**src/rtl/rir_pkg.sv**
```systemverilog
package rir_pkg;
    localparam logic [7:0] OFS_SEL      = 8'h00;
    localparam logic [7:0] OFS_WIN      = 8'h10;
    localparam logic [7:0] SEL_ID       = 8'h00;
    localparam logic [7:0] SEL_VER      = 8'h01;
    localparam logic [7:0] SEL_ARB      = 8'h02;
    localparam logic [7:0] SEL_TBL_BASE = 8'h10;

    localparam int BIT_REMOTE = 14;
    localparam int BIT_TRIG   = 15;
    localparam int BIT_MASK   = 16;

    localparam logic [63:0] ENT_RST = 64'h0000_0000_0001_0000;

    typedef enum logic [2:0] {
        SK_ID,
        SK_VER,
        SK_ARB,
        SK_ENT,
        SK_NONE
    } sel_kind_e;
endpackage

```
**src/rtl/rir_sel_decode.sv**
```systemverilog
module rir_sel_decode
    import rir_pkg::*;
#(
    parameter int NPINS = 24,
    parameter int IDX_W = 5
) (
    input  logic [7:0]       sel,
    output sel_kind_e        kind,
    output logic [IDX_W-1:0] idx,
    output logic             hi
);
    logic [7:0] offs;
    logic [6:0] raw;

    always_comb begin
        offs = sel - SEL_TBL_BASE;
        raw  = offs[7:1];
        hi   = sel[0];
        idx  = '0;
        kind = SK_NONE;
        if (sel == SEL_ID) begin
            kind = SK_ID;
        end else if (sel == SEL_VER) begin
            kind = SK_VER;
        end else if (sel == SEL_ARB) begin
            kind = SK_ARB;
        end else if (sel >= SEL_TBL_BASE) begin
            if (int'(raw) < NPINS) begin
                kind = SK_ENT;
                idx  = IDX_W'(raw);
            end
        end
    end
endmodule

```
**src/rtl/rir_entry_slot.sv**
```systemverilog
module rir_entry_slot
    import rir_pkg::*;
(
    input  logic        clk,
    input  logic        rst_n,
    input  logic        wr_lo,
    input  logic        wr_hi,
    input  logic [31:0] wdata,
    input  logic        rset,
    output logic [63:0] entry
);
    logic [63:0] entry_d, entry_q;

    always_comb begin
        entry_d = entry_q;
        if (wr_hi) begin
            entry_d[63:32] = wdata;
        end
        if (wr_lo) begin
            entry_d[31:0]       = wdata;
            entry_d[BIT_REMOTE] = 1'b0;
        end
        if (rset) begin
            entry_d[BIT_REMOTE] = 1'b1;
        end
    end

    always_ff @(posedge clk or negedge rst_n) begin
        if (!rst_n) begin
            entry_q <= ENT_RST;
        end else begin
            entry_q <= entry_d;
        end
    end

    assign entry = entry_q;
endmodule

```
**src/rtl/rir_regfile.sv**
```systemverilog
module rir_regfile
    import rir_pkg::*;
#(
    parameter int         NPINS = 24,
    parameter logic [7:0] VER   = 8'h11,
    localparam int        IDX_W = (NPINS > 1) ? $clog2(NPINS) : 1
) (
    input  logic                  clk,
    input  logic                  rst_n,
    input  logic                  bus_wr,
    input  logic                  bus_rd,
    input  logic [7:0]            bus_addr,
    input  logic [31:0]           bus_wdata,
    output logic [31:0]           bus_rdata,
    input  logic [NPINS-1:0]      pin_req,
    input  logic [NPINS-1:0]      rirr_set,
    output logic [NPINS*64-1:0]   route_entries,
    output logic                  mask_evt,
    output logic [IDX_W-1:0]      mask_evt_pin,
    output logic                  mask_evt_val,
    output logic                  svc_req,
    output logic [IDX_W-1:0]      svc_pin
);
    typedef struct packed {
        logic [7:0]       sel;
        logic [3:0]       id;
        logic [31:0]      rdata;
        logic             mevt;
        logic [IDX_W-1:0] mpin;
        logic             mval;
        logic             svc;
        logic [IDX_W-1:0] spin;
    } state_t;

    state_t state_d, state_q;

    sel_kind_e        kind;
    logic [IDX_W-1:0] idx;
    logic             hi;
    logic [63:0]      ent [NPINS];
    logic [63:0]      cur;
    logic [63:0]      nxt;
    logic [31:0]      win_rd;
    logic             win_wr;
    logic             sel_wr;
    logic             ent_wr;
    logic [NPINS-1:0] wr_lo;
    logic [NPINS-1:0] wr_hi;

    rir_sel_decode #(
        .NPINS(NPINS),
        .IDX_W(IDX_W)
    ) u_dec (
        .sel (state_q.sel),
        .kind(kind),
        .idx (idx),
        .hi  (hi)
    );

    assign win_wr = bus_wr && (bus_addr == OFS_WIN);
    assign sel_wr = bus_wr && (bus_addr == OFS_SEL);
    assign ent_wr = win_wr && (kind == SK_ENT);

    for (genvar g = 0; g < NPINS; g++) begin : g_slot
        assign wr_lo[g] = ent_wr && !hi && (idx == IDX_W'(g));
        assign wr_hi[g] = ent_wr &&  hi && (idx == IDX_W'(g));

        rir_entry_slot u_slot (
            .clk  (clk),
            .rst_n(rst_n),
            .wr_lo(wr_lo[g]),
            .wr_hi(wr_hi[g]),
            .wdata(bus_wdata),
            .rset (rirr_set[g]),
            .entry(ent[g])
        );

        assign route_entries[g*64 +: 64] = ent[g];
    end

    always_comb begin
        cur = (kind == SK_ENT) ? ent[idx] : '0;
        if (hi) begin
            nxt = {bus_wdata, cur[31:0]};
        end else begin
            nxt = {cur[63:32], bus_wdata};
            nxt[BIT_REMOTE] = 1'b0;
        end
    end

    always_comb begin
        unique case (kind)
            SK_ID, SK_ARB: win_rd = {4'h0, state_q.id, 24'h0};
            SK_VER:        win_rd = {8'h00, 8'(NPINS - 1), 8'h00, VER};
            SK_ENT:        win_rd = hi ? cur[63:32] : cur[31:0];
            default:       win_rd = '1;
        endcase
    end

    always_comb begin
        state_d      = state_q;
        state_d.mevt = 1'b0;
        state_d.svc  = 1'b0;
        if (sel_wr) begin
            state_d.sel = bus_wdata[7:0];
        end
        if (win_wr && (kind == SK_ID)) begin
            state_d.id = bus_wdata[27:24];
        end
        if (ent_wr) begin
            if (nxt[BIT_MASK] != cur[BIT_MASK]) begin
                state_d.mevt = 1'b1;
                state_d.mpin = idx;
                state_d.mval = nxt[BIT_MASK];
            end
            if (nxt[BIT_TRIG] && pin_req[idx]) begin
                state_d.svc  = 1'b1;
                state_d.spin = idx;
            end
        end
        if (bus_rd) begin
            if (bus_addr == OFS_SEL) begin
                state_d.rdata = {24'h0, state_q.sel};
            end else if (bus_addr == OFS_WIN) begin
                state_d.rdata = win_rd;
            end else begin
                state_d.rdata = '0;
            end
        end
    end

    always_ff @(posedge clk or negedge rst_n) begin
        if (!rst_n) begin
            state_q <= '0;
        end else begin
            state_q <= state_d;
        end
    end

    assign bus_rdata    = state_q.rdata;
    assign mask_evt     = state_q.mevt;
    assign mask_evt_pin = state_q.mpin;
    assign mask_evt_val = state_q.mval;
    assign svc_req      = state_q.svc;
    assign svc_pin      = state_q.spin;
endmodule

```
**config.mk**
```make
export PLATFORM = sky130hd
export DESIGN_NAME = rir_regfile
export DESIGN_NICKNAME = d
export VERILOG_FILES = /design/src/rtl/rir_pkg.sv /design/src/rtl/rir_sel_decode.sv /design/src/rtl/rir_entry_slot.sv /design/src/rtl/rir_regfile.sv
export SDC_FILE = /design/constraint.sdc
export NUM_CORES = 2
export LEC_CHECK = 0
export CORE_AREA = 4 4 655 657
export CTS_BUF_LIST = sky130_fd_sc_hd__clkbuf_16
export DETAILED_ROUTE_END_ITERATION = 10
export DIE_AREA = 0 0 659 661
export PLACE_DENSITY_LB_ADDON = 0.3
export RECOVER_POWER = 50
export SYNTH_ARGS = -nofsm -noshare
export SYNTH_HDL_FRONTEND = slang
export SYNTH_SLANG_ARGS = --single-unit
```
**constraint.sdc**
```tcl
create_clock -name clk -period 4.4 [get_ports clk]
set_clock_uncertainty 0.2 [all_clocks]
set_input_delay 0.88 -clock clk [delete_from_list [all_inputs] [get_ports clk]]
set_output_delay 0.88 -clock clk [all_outputs]
set_load 0.05 [all_outputs]
```
==> results.md <==
- Hold Vio Cnt, Final: 0
- Fraction of synthesis flops using an asynchronous set or reset pin: 1.000
- CP max stage cell: nor4_1
- Gate power share: 0.069
- Die Y: 661 um
- Mean Syn Cell Area: between 10 and 15 um^2
- Final setup TNS: 0 ns
- Layout cells sized above 1: 0.3060
- Setup CP Type: in2reg
- Slew margin rel.: -0.7419
- Post-route DRC: 0
- Sequential area share after synthesis: 0.5373
- Clock-pin slew of the registers on the worst-case setup and hold paths: roughly 0.070 ns
- Worst-path cell chain: dlygate4sd3_1 -> or4_1 -> nor4_1 -> clkbuf_1 -> and3_1 -> buf_4 -> nand2_2 -> buf_12 -> nor2_1 -> buf_4 -> nand2_4 -> buf_12 -> mux2_1
- CP delay by family, top: simple AND/OR/NAND/NOR gates
- Worst EP required: roughly 5 ns
- Violated checks: max-capacitance violations, max-slew violations
- Max Slew Vio Count: roughly 1200
- Mux cell area share after synthesis: 0.2818
- Share of power burned in registers: 0.426
- Main combinational cell family by area after synthesis: multiplexers
- Tot GR Track Use: 0.2678
- I/O pin count: 1673
- R2R cell count: 14
- Total global routing overflow: 0
- Fin nets: just under 8000
- Fmax achieved: between 200 and 250 MHz
- Synth Area in XOR/XNOR: 0.0003539
- Pre-CTS setup slack: -0.1584 ns
- Min setup slack post-route: 0.09355 ns
- Post-DRT Antenna Nets: 0
- I/O Buffers: between 1500 and 2000
- Die W: roughly 660 um
- Internal Power: between 20 and 25 mW
- Multi-input logic area: around 0.032 mm^2
- CTS tree: yes
- RR Endpoint: bus_rdata[7]$_DFFE_PN0P_
- Syn nets: 5949
- Placer's final routability congestion estimate: 0.8930
- Commonest non-fill, non-tap cells in the layout: 1566 x dfrtp_1, 1384 x mux2_2, 861 x clkdlybuf4s50_1
- Vias in the first global route: 65380
- Ys Warns: 0
- Iter 0 DRT Violations: about 6800
- Mapped Area: about 0.074 mm^2
- Worst slew pin tran: 2.613 ns
- Clk root buf: clkbuf_16
- # setup viols final: 0
- Worst vdd ir: ~350 uV
- Drt wl/cell: approximately 45 um
- R2r startpoint: state_q[53]$_DFFE_PN0P_
- Top cell type's share of synthesized area: 0.5288
- CP bufs+invs: 6
- Complex-gate fraction of the synthesized area: 0.1004
- Die ar.: around 0.44 mm^2
- Row count: about 240
- Post-Syn Instances: ~6000
- Net Switching: around 9.6 mW
- Min cycle time layout: between 4 and 5 ns
- H-tree Lvls: 4
- RSZ-0062 raised after global routing: no
- Crit path launch type: primary input
- Worst setup path end: g_slot[1].u_slot.entry[57]$_DFFE_PN0P_
- Core box area: 0.4228 mm^2
- Final wirelength: 607.0 mm
- Pwr Density: approximately 320 mW/mm^2
- Post-synthesis adder-cell area fraction: 0.0001685
- Hold crit path type: in2reg
- Total power: 34.47 mW
- # Max-Cap Violations: 27
- Status: finished, violations left
- Commonest non-fill, non-tap cell in the layout: dfrtp_1
- Critical Path Sink Type: register
- Initial core utilization: 0.1756
- CP arrival: slightly below 5 ns
- First-pass GRT wire length: 761.9 mm
- Clk_lat worst skew: about 0.98 ns
- Leak: between 50 and 60 nW
- Non-Filler Instances: roughly 14000
- Synth unique cells: 85
- Net Sw Frac: 0.2797
- Instance count on the critical path: 13
- Hold WS: approximately 0.26 ns
- Placed cells: about 13000
- Largest fanout on the critical path: 25
- Yosys reg bits: 1593
- Vias post-DR: 65430
- Post-synth EDFFs: 0
- Register area: around 0.04 mm^2
- Top cells by area, synth: dfrtp_1 53%, mux2_2 21%, mux2i_1 3.7%
- Worst stage delay on the critical path: ~0.7 ns
- Clock buffer depth: 4
- Power share of the clock group: 0.505
- Fin crit share: 0.9787
- Synth Flop Type: dfrtp_1
- P&R area growth vs syn: 45.24%
- Num CTS Buffers: between 200 and 250
- DR pass1 iterations: 7
- Largest net degree at the start of global routing: 119
- Synth Area in Simple Gates: 0.03923
- Fill cells: between 40000 and 50000
- Initial antenna violation count: 86
- DP HPWL: around 470 mm
- Area leader, netlist: dfrtp_1
- Worst setup path startpoint: bus_addr[2]
- CTS sink cnt: roughly 1600
- Mean number of vias per cell: slightly below 5
- R2R setup slack: approximately 0.12 ns
[cell families (layout without fill, tap and decap cells)]
group           Yosys count  count (layout)
mux                    1883            1883
compound gates         1139            1139
xor+xnor                  3               3
buf+inv                 650            2599
simple gates            587             587
other cells               0              41
fa+ha+maj                 1               1
flops                  1593            1593
[timing repair]
action                                 4_1_cts  5_1_grt
setup endpoints to repair                    2        3
hold buffers                                 1        0
pin swaps                                    0        1
gates resized for setup                      2        2
cloned                                       0        0
setup buffers                                0        3
endpoints found under the hold margin       37        0
[layer usage]
layer | share of wire | track usage | up-vias
met5 | 0.00010 | 0 | -
met4 | 0.068 | 0.1480 | 10
met3 | 0.087 | 0.07644 | 916
met2 | 0.45 | 0.4212 | 3698
met1 | 0.40 | 0.3293 | 35420
li1 | - | - | 25390
[final cells by class]
type	count	area share
antenna	41	0.0009515
clock buffer	209	0.04850
clock inverter	161	0.01387
inverter	18	0.0007658
multi-input combinational	3613	0.2964
sequential	1593	0.3701
tap	5663	0.06571
timing repair buffer	2211	0.2038
[worst register-to-register path: stages, from the launching register on]
cell	delay, ns
dfrtp_1	0.37
inv_1	0.11
ha_2	0.26
buf_4	0.17
nor3b_2	0.45
nand3_4	0.19
buf_12	0.22
buf_12	0.24
o211ai_1	0.76
o22ai_1	0.20
nor4_1	0.36
buf_4	0.19
nor3_1	0.07
buf_12	0.17
o31ai_1	0.23
[power by group through the flow]
| stage | Combinational (mW) | Sequential [mW] | Clock, mW |
|---|---|---|---|
| 4_1_cts | 2.44 | 14.7 | 17.9 |
| 2_1_floorplan | 0.707 | 14.9 | 0 |
| 3_5_place_dp | 2.43 | 14.9 | 0 |
| 3_3_place_gp | 2.41 | 14.9 | 0 |
| 5_1_grt | 2.47 | 14.7 | 18.3 |
| 6_report | 2.37 | 14.7 | 17.4 |
[flip-flops by register name, indices dropped and copies added, names as in the netlist]
| signal | flops |
|---|---|
| g_slot.u_slot.entry | 1536 |
| bus_rdata | 32 |
| state_q | 12 |
| mask_evt_pin | 5 |
| svc_pin | 5 |
| mask_evt | 1 |
| mask_evt_val | 1 |
| svc_req | 1 |
[cells in the mapped netlist, types with 22 or more instances]
cell and count:
o221ai_1 76, a21oi_1 250, nand4_1 26, nor2_1 172
clkbuf_1 271, and3_1 51, dfrtp_1 1569, mux2_2 1384
nor3_1 38, buf_4 64, dfstp_2 24, a221oi_1 52
mux2_1 221, o2bb2ai_1 29, o21ai_0 229, nand3_1 29
a21o_1 31, a211oi_1 35, a31oi_1 36, buf_2 278
mux2i_1 273, a221o_1 22, o22ai_1 192, nand2_1 166
o211ai_1 46
[how the worst min path moves through the flow]
stage                                              endpoint                       from  slack (ns)  cells past startpoint
finish               g_slot[7].u_slot.entry[14]$_DFFE_PN0P_                rirr_set[7]        0.26                      2
global route         g_slot[7].u_slot.entry[14]$_DFFE_PN0P_                rirr_set[7]        0.23                      2
CTS                 g_slot[20].u_slot.entry[23]$_DFFE_PN0P_              bus_wdata[23]        0.17                      2
detailed placement                bus_rdata[29]$_DFFE_PN0P_  bus_rdata[29]$_DFFE_PN0P_        0.28                      1
global placement                  bus_rdata[19]$_DFFE_PN0P_  bus_rdata[19]$_DFFE_PN0P_        0.27                      1
floorplan                          bus_rdata[1]$_DFFE_PN0P_   bus_rdata[1]$_DFFE_PN0P_        0.25                      2
[metrics by stage]
stage               utilization  area, um^2
floorplan                     -       74240
global placement         0.2395      101300
detailed placement       0.2395      101300
CTS                      0.2555      108000
global route             0.2548      107700
finish                   0.2550      107800
Power figures use the tool's default switching activity.
